**src/rtl/npc_pkg.sv**
```systemverilog
package npc_pkg;
  typedef enum logic [1:0] {
    SRC_HOLD  = 2'd0,
    SRC_INC   = 2'd1,
    SRC_ADDER = 2'd2,
    SRC_BUS   = 2'd3
  } npc_src_e;

  localparam int unsigned OPW = 4;
  localparam logic [OPW-1:0] OP_BR   = 4'b0000;
  localparam logic [OPW-1:0] OP_JMP  = 4'b1100;
  localparam logic [OPW-1:0] OP_TRAP = 4'b1111;
endpackage

```
**src/rtl/npc_cond_eval.sv**
```systemverilog
module npc_cond_eval #(
  parameter int unsigned MASKW = 3
) (
  input  logic [MASKW-1:0] mask,
  input  logic [MASKW-1:0] flags,
  output logic             hit
);
  logic [MASKW-1:0] term;

  // One AND term per sign; any match takes the branch.
  for (genvar i = 0; i < MASKW; i++) begin : g_term
    assign term[i] = mask[i] & flags[i];
  end

  assign hit = |term;
endmodule

```
**src/rtl/npc_addr_adder.sv**
```systemverilog
module npc_addr_adder #(
  parameter int unsigned W    = 16,
  parameter int unsigned OFFW = 9
) (
  input  logic [W-1:0]    base,
  input  logic [OFFW-1:0] off,
  input  logic            use_off,
  output logic [W-1:0]    sum
);
  localparam int unsigned EXTW = W - OFFW;

  logic [W-1:0] off_ext;

  always_comb begin
    if (use_off) off_ext = {{EXTW{off[OFFW-1]}}, off};
    else         off_ext = '0;
  end

  assign sum = base + off_ext;
endmodule

```
**src/rtl/npc_src_mux.sv**
```systemverilog
module npc_src_mux
  import npc_pkg::*;
#(
  parameter int unsigned W = 16
) (
  input  npc_src_e     sel,
  input  logic [W-1:0] cur,
  input  logic [W-1:0] inc,
  input  logic [W-1:0] adder,
  input  logic [W-1:0] bus,
  output logic [W-1:0] nxt
);
  always_comb begin
    unique case (sel)
      SRC_INC:   nxt = inc;
      SRC_ADDER: nxt = adder;
      SRC_BUS:   nxt = bus;
      default:   nxt = cur;
    endcase
  end
endmodule

```
**src/rtl/npc_select.sv**
```systemverilog
module npc_select
  import npc_pkg::*;
#(
  parameter int unsigned W        = 16,
  parameter int unsigned OFFW     = 9,
  parameter int unsigned VECW     = 8,
  parameter int unsigned MASKW    = 3,
  parameter logic [W-1:0] RESET_PC = 16'h3000
) (
  input  logic             clk,
  input  logic             rst,
  input  logic             pc_ld,
  input  logic             fetch,
  input  logic [W-1:0]     instr,
  input  logic [MASKW-1:0] flags,
  input  logic [W-1:0]     reg_val,
  input  logic [W-1:0]     bus_val,
  output logic [W-1:0]     pc_q,
  output logic [W-1:0]     trap_addr,
  output logic             redirect_q
);
  localparam int unsigned MASK_MSB = W - OPW - 1;
  localparam int unsigned ZEXTW    = W - VECW;

  logic [OPW-1:0]   opcode;
  logic [MASKW-1:0] mask;
  logic [OFFW-1:0]  off;
  logic [W-1:0]     vec_ext;
  logic             cond_hit;
  logic             is_jmp;
  logic [W-1:0]     adder_base;
  logic [W-1:0]     adder_sum;
  logic [W-1:0]     pc_inc;
  logic [W-1:0]     pc_nxt;
  npc_src_e         sel;
  logic             redirect_d;

  assign opcode  = instr[W-1 -: OPW];
  assign mask    = instr[MASK_MSB -: MASKW];
  assign off     = instr[OFFW-1:0];
  assign vec_ext = {{ZEXTW{1'b0}}, instr[VECW-1:0]};
  assign is_jmp  = (opcode == OP_JMP);
  assign pc_inc  = pc_q + 1'b1;

  npc_cond_eval #(.MASKW(MASKW)) u_cond (
    .mask  (mask),
    .flags (flags),
    .hit   (cond_hit)
  );

  // Jumps pass the register through the adder with a zero offset.
  assign adder_base = is_jmp ? reg_val : pc_q;

  npc_addr_adder #(.W(W), .OFFW(OFFW)) u_adder (
    .base    (adder_base),
    .off     (off),
    .use_off (!is_jmp),
    .sum     (adder_sum)
  );

  always_comb begin
    sel        = SRC_HOLD;
    redirect_d = 1'b0;
    if (fetch) begin
      sel = SRC_INC;
    end else begin
      unique case (opcode)
        OP_BR: begin
          if (cond_hit) begin
            sel        = SRC_ADDER;
            redirect_d = 1'b1;
          end
        end
        OP_JMP: begin
          sel        = SRC_ADDER;
          redirect_d = 1'b1;
        end
        OP_TRAP: begin
          sel        = SRC_BUS;
          redirect_d = 1'b1;
        end
        default: ;
      endcase
    end
  end

  npc_src_mux #(.W(W)) u_mux (
    .sel   (sel),
    .cur   (pc_q),
    .inc   (pc_inc),
    .adder (adder_sum),
    .bus   (bus_val),
    .nxt   (pc_nxt)
  );

  always_ff @(posedge clk) begin
    if (rst) begin
      pc_q       <= RESET_PC;
      trap_addr  <= '0;
      redirect_q <= 1'b0;
    end else if (pc_ld) begin
      pc_q       <= pc_nxt;
      redirect_q <= redirect_d;
      if (!fetch && opcode == OP_TRAP) trap_addr <= vec_ext;
    end
  end
endmodule

```
**config.mk**
```make
export PLATFORM = sky130hd
export DESIGN_NAME = npc_select
export DESIGN_NICKNAME = d
export VERILOG_FILES = /design/src/rtl/npc_pkg.sv /design/src/rtl/npc_cond_eval.sv /design/src/rtl/npc_addr_adder.sv /design/src/rtl/npc_src_mux.sv /design/src/rtl/npc_select.sv
export SDC_FILE = /design/constraint.sdc
export NUM_CORES = 1
export LEC_CHECK = 0
export BUFFER_PORTS_ARGS = -buffer_cell sky130_fd_sc_hd__buf_2
export CAP_MARGIN = 30
export CORE_ASPECT_RATIO = 1.4
export CORE_MARGIN = 1
export CORE_UTILIZATION = 30
export DETAILED_ROUTE_END_ITERATION = 8
export GPL_ROUTABILITY_DRIVEN = 0
export HOLD_SLACK_MARGIN = 0.06
export PLACE_DENSITY = 0.65
export SYNTH_ARGS = -nofsm -noshare
export SYNTH_HDL_FRONTEND = slang
export SYNTH_SLANG_ARGS = --single-unit
```
**constraint.sdc**
```tcl
create_clock -name clk -period 4 [get_ports clk]
set_input_delay 0.4 -clock clk [delete_from_list [all_inputs] [get_ports clk]]
set_output_delay 0.4 -clock clk [all_outputs]
set_load 0.005 [all_outputs]
```
==> flow_summary.yaml, run 1 <==
routing:
  drc: 0
  drtAntennaViolNets: 0
  vias_per_cell: 5.37
  vias: 2749
  post_drt_wl_per_cell_um: 15.6
  drtIter0Drc: 200
  drt_pass1_iterations: 4
  drt_wl_total_mm: 7.98
logic_synthesis:
  yosysSeqAreaShare_pct: 19.8
  synth_cell_types: 59
  ys_warn_count: 0
  synth_area_um2: 2530
  ys_ff_latch: 25
  synth_edf_count: 0
  ys.flop_type: "dfxtp_1"
  synth_cells: 339
  synth-async-reset-ratio_pct: 0
  avgSynthCellArea_um2: 7.47
sta:
  post-route-min-period_ns: 3.57
  fmax_mhz: 280
  fin_skew_ns: 0.00724
  tns_ns: 0
  hold_violations: 0
  worstMarginPinSlew_ns: 0.734
  relSlewSlack_pct: 51.1
  rsz0062_at_grt: "false"
  setup_violations: 0
  drv_slew: 0
  layout_worst_path_cycle_share_pct: 89.3
worst_setup_path:
  critical_path.max_stage_delay_ns: 0.58
  worst-path-max-fanout: 17
  cp.required_ns: 4.15
  slowest_stage: "and4bb_2"
  start_kind: "input pin"
  critPathKind: "input pin to flip-flop"
  arrival_ns: 3.72
  crit_chain: "buf_2 -> and4bb_2 -> mux2_2 -> ha_1 -> inv_1 -> fa_1 -> nor2b_1 -> o31a_2 -> o22a_2 -> a2111o_1 -> a41oi_2 -> and3b_1 -> a211o_1"
  worstSetupEndpointType: "flip-flop"
power_and_ir_drop:
  seqPwrFrac_pct: 36.8
  power_frac_clock_pct: 31.7
  power_density_nw_per_um2: 241
  combinationalPowerShare_pct: 31.5
  p_int_mw: 0.501
  p_leak_nw: 1.35
  swShare_pct: 32.4
  power_mw: 0.741
  irDropWorstVdd_v: 0.000162
  p_switching_mw: 0.241
final_layout:
  n_fill_cell: 823
  nets: 483
  syn_to_final_growth_pct: 21.7
  antennaDiodeCount: 0
  final_cells: 512
  final_cell_mix: "79 x buf_2, 40 x nand2_1, 34 x a21oi_1, 29 x nor2_1, 25 x dfxtp_1"
  drive_gt1_share_pct: 27.3
  final_common_cell: "buf_2"
clock_network:
  cts_buffer_depth: 2
  cts_hold_buffers: 0
  cts_tree: "yes"
  cts_sinks: 25
  htreeDepth: 1
  path_clk_slew_ns: 0.07
  cts_resized: 0
  clockRootBuffer: "clkbuf_16"
  cts-buffers-inserted: 3
  cts_setup_buffers: 0
  clkLatencyLatePin_ns: 0.26
global_routing:
  grt_pass1_wl_mm: 13.1
  grt_use_total_pct: 18.7
  antenna_found_initial: 0
  grt_max_degree: 27
  grt_pass1_vias: 2641
  grt-ovfl-total: 0
flow_run:
  max_cap_violations: 0
hold_path:
  hold_class: "input pin to flip-flop"
place:
  portBuffers: 79
  dp.cells: 508
  hpwl_mm: 6.38
die:
  fp.dieH_um: 111
  rows: 39
  start_util_pct: 31.1
  core-area_um2: 8150
  die_w_um: 79.6
  die-area_um2: 8810
  io_pins: 88
status:
  status: "finished clean"
power groups by stage:
stage | Combinational, mW | Sequential (mW) | Clock (mW)
finish | 0.234 | 0.273 | 0.235
global route | 0.261 | 0.275 | 0.250
CTS | 0.234 | 0.273 | 0.242
detailed placement | 0.233 | 0.279 | 0
global placement | 0.230 | 0.279 | 0
floorplan | 0.160 | 0.274 | 0
worst paths after layout:
check	startpoint	end	slack [ns]	cells after the start
worst max-delay path	instr[12]	pc_q[14]$_SDFFE_PP0P_	0.43	13
worst min-delay path	instr[0]	trap_addr[0]$_SDFFE_PP0P_	0.39	3
worst min register to register	trap_addr[0]$_SDFFE_PP0P_	trap_addr[0]$_SDFFE_PP0P_	0.46	2
worst max register to register	pc_q[0]$_SDFFE_PP0P_	pc_q[14]$_SDFFE_PP0P_	1.02	11
synthesized netlist by cell type (3+ instances only):
cell,instances,share of area (%)
and3_1,5,1.2
ha_1,16,7.9
nor2_1,29,4.3
nor2b_1,10,2.5
o31ai_1,3,0.89
a41oi_1,3,1.0
buf_4,8,2.4
nand2_1,40,5.9
mux2_2,15,6.7
a21o_1,4,1.2
nor3_1,7,1.4
dfxtp_1,25,20
clkbuf_1,11,1.6
xnor2_1,13,4.5
a21oi_1,34,6.7
a22oi_1,4,1.2
xor2_1,7,2.4
inv_1,6,0.89
a221oi_1,4,1.4
buf_1,3,0.44
nand2b_1,3,0.74
a211oi_1,6,1.8
o21ai_0,22,4.4
nand3_1,10,2.0
nand3b_1,3,0.89
nand4_1,3,0.74
o21a_1,3,0.89
registers in the layout, summed over array words and instances, names as in the netlist:
name / cells
redirect_q: 1
pc_q: 16
trap_addr: 8
per-layer routing:
layer  share of wire [%]  wire length (um)  track usage, %
met5                   0                 0               0
met4                 1.0                82            3.64
met3                 6.0               481            2.06
met2                  51              4080            33.9
met1                  42              3330            23.2
kinds of logic (layout without fill, tap and decap cells):
logic type / count (synthesis) / in the layout / synth area share [%]
AOI/OAI and AO/OA: 106 / 106 / 27.6
xor gates and xnor gates: 20 / 20 / 6.92
adders and majority gates: 17 / 17 / 8.70
buffers and inverters: 31 / 95 / 5.93
DFF: 25 / 25 / 19.8
muxes: 16 / 16 / 7.07
other: 1 / 8 / 0.148
and+or+nand+nor: 123 / 123 / 23.8
per-stage QoR:
stage / utilization [%] / instance area [um2] / hold WS, ns / setup WS [ns]
3_3_place_gp: 36.8 / 3000 / 0.442 / 0.241
3_5_place_dp: 36.8 / 3000 / 0.448 / 0.169
2_1_floorplan: - / 2560 / 0.453 / 0.174
5_1_grt: 37.8 / 3080 / 0.400 / 0.287
4_1_cts: 37.8 / 3080 / 0.383 / 0.436
6_report: 37.8 / 3080 / 0.386 / 0.427
worst max-delay path: cells and delay by family:
kind	cells	cell delay (ns)
compound gates	5	1.48
fa+ha+maj	2	0.42
buf+inv	2	0.19
mux	1	0.39
simple gates	3	0.85
final cells by class:
type	count	area [um2]	area share (%)
Clock inverter	1	7.51	0.244
Clock buffer	3	75.1	2.44
Sequential cell	25	500	16.2
Multi-Input combinational cell	290	1910	61.9
Timing Repair Buffer	85	440	14.3
Tap cell	102	128	4.14
Inverter	6	22.5	0.731
No activity file was read; power rests on OpenSTA's default activity.
==> inputs of run 2 (changes only) <==
--- a/config.mk
+++ b/config.mk
@@ -12,8 +12,9 @@
 export CORE_UTILIZATION = 30
 export DETAILED_ROUTE_END_ITERATION = 8
 export GPL_ROUTABILITY_DRIVEN = 0
+export GPL_TIMING_DRIVEN = 1
 export HOLD_SLACK_MARGIN = 0.06
-export PLACE_DENSITY = 0.65
+export PLACE_DENSITY = 0.64
 export SYNTH_ARGS = -nofsm -noshare
 export SYNTH_HDL_FRONTEND = slang
 export SYNTH_SLANG_ARGS = --single-unit
==> constraint.sdc (replaced) <==
create_clock -name clk -period 4.39 [get_ports clk]
set_input_delay 0.439 -clock clk [delete_from_list [all_inputs] [get_ports clk]]
set_output_delay 0.439 -clock clk [all_outputs]
set_load 0.005 [all_outputs]
==> flow_summary.yaml, run 2 (synthesis results as in run 1) <==
worst_setup_path:
  worstSetupEndpointType: "flip-flop"
  worst-path-max-fanout: 16
  arrival_ns: 3.77
  ff2ff_setup_slack_ns: 1.40
  cp.required_ns: 4.55
  critPathKind: "input pin to flip-flop"
  crit_start: "instr[12]"
  rr_startpoint: "pc_q[0]$_SDFFE_PP0P_"
  start_kind: "input pin"
routing:
  vias_per_cell: 5.49
  post_drt_wl_per_cell_um: 16.1
  drtAntennaViolNets: 0
  drt_wl_total_mm: 8.20
  wl_met1_mm: 3.51
  route.met2.wl_mm: 4.05
  vias: 2795
  met3_length_um: 339
  drt_pass1_iterations: 4
  highest_layer: "met4"
  drc: 0
  drtIter0Drc: 150
sta:
  drv_slew: 0
  fmax_mhz: 277
  setup_violations: 0
  relSlewSlack_pct: 47.3
  tns_ns: 0
  layout_worst_path_cycle_share_pct: 82.4
  worstMarginPinSlew_ns: 0.784
  rsz0062_at_grt: "false"
  whs_ns: 0.421
  fin_skew_ns: 0.00230
  hold_violations: 0
  post-route-min-period_ns: 3.62
power_and_ir_drop:
  irDropWorstVdd_v: 0.000144
  p_switching_mw: 0.226
  power_frac_clock_pct: 32.1
  p_int_mw: 0.454
  seqPwrFrac_pct: 36.5
  combinationalPowerShare_pct: 31.3
  power_density_nw_per_um2: 223
  p_leak_nw: 1.34
  swShare_pct: 33.3
  power_mw: 0.680
clock_network:
  clockRootBuffer: "clkbuf_16"
  cts_buffer_depth: 2
  cts_sinks: 25
  cts-buffers-inserted: 3
  clkLatencyLatePin_ns: 0.27
  cts_tree: "yes"
  cts_hold_buffers: 0
  htreeDepth: 1
  cts_resized: 0
  path_clk_slew_ns: 0.07
  cts_setup_buffers: 0
final_layout:
  syn_to_final_growth_pct: 20.7
  top_register: "pc_q"
  antennaDiodeCount: 0
  reg_top3: "pc_q (16), trap_addr (8), redirect_q (1)"
  largest_reg_flops: 16
  final_cell_mix: "79 x buf_2, 40 x nand2_1, 34 x a21oi_1, 29 x nor2_1, 25 x dfxtp_1"
  drive_gt1_share_pct: 26.8
  final_common_cell: "buf_2"
  nets: 480
  final_cells: 509
die:
  start_util_pct: 31.1
  die_w_um: 79.6
  rows: 39
  io_pins: 88
  die-area_um2: 8810
  core-area_um2: 8150
  fp.dieH_um: 111
place:
  dp.cells: 505
  hpwl_mm: 6.41
  portBuffers: 79
hold_path:
  hold_start: "instr[1]"
  hold_class: "input pin to flip-flop"
global_routing:
  grt-ovfl-total: 0
  antenna_found_initial: 0
  grt_max_degree: 27
  grt_pass1_wl_mm: 13.0
  grt_use_total_pct: 18.6
  grt_pass1_vias: 2728
flow_run:
  max_cap_violations: 0
status:
  status: "finished clean"
==> run 2: changes by cell type in the layout (fill, tap and decap cells not counted) <==
cell / change
clkinv_2: +1
buf_4: -3
clkinvlp_4: -1
==> run 2: final cells by class <==
| class | instances | area, um2 |
|---|---|---|
| tap | 102 | 128 |
| clock buffer | 3 | 75.1 |
| timing repair buffer | 82 | 418 |
| clock inverter | 1 | 5.00 |
| sequential | 25 | 500 |
| multi-input combinational | 290 | 1910 |
| inverter | 6 | 22.5 |
| fill | 868 | 5090 |
==> run 2: final timing paths <==
check                                                  to  cells after the start
worst max-delay path                pc_q[14]$_SDFFE_PP0P_                     11
worst min register to register  trap_addr[7]$_SDFFE_PP0P_                      2
worst min-delay path            trap_addr[1]$_SDFFE_PP0P_                      3
worst max register to register      pc_q[14]$_SDFFE_PP0P_                     11
==> run 2: per-stage QoR <==
step,utilization (%),area [um2],worst slack (ns)
final,37.5,3060,0.774
after global routing,37.5,3060,0.657
after CTS,37.5,3060,0.779
after detailed placement,36.5,2980,0.508
after global placement,36.5,2980,0.575
after floorplan,-,2560,0.525
==> run 2: layer usage <==
layer / GRT usage [%] / vias to the layer above
met2: 31.7 / 94
met5: 0 / -
met1: 22.8 / 1310
met3: 2.30 / 28
li1: - / 1363
met4: 8.36 / 0
==> run 2: critical path, stage by stage <==
cell and delay [ns]:
buf_2 0.12, and4bb_2 0.56, buf_4 0.30, mux2_2 0.36, ha_1 0.23, or4_1 0.41
o22a_2 0.25, a2111o_1 0.46, a41oi_2 0.19, and3b_1 0.19, a211o_1 0.27
==> run 2: power groups by stage <==
stage | Combinational [mW] | Clock [mW] | Sequential (mW)
3_3_place_gp | 0.208 | 0 | 0.254
6_report | 0.213 | 0.219 | 0.249
3_5_place_dp | 0.211 | 0 | 0.254
2_1_floorplan | 0.146 | 0 | 0.250
4_1_cts | 0.213 | 0.223 | 0.248
5_1_grt | 0.236 | 0.229 | 0.250
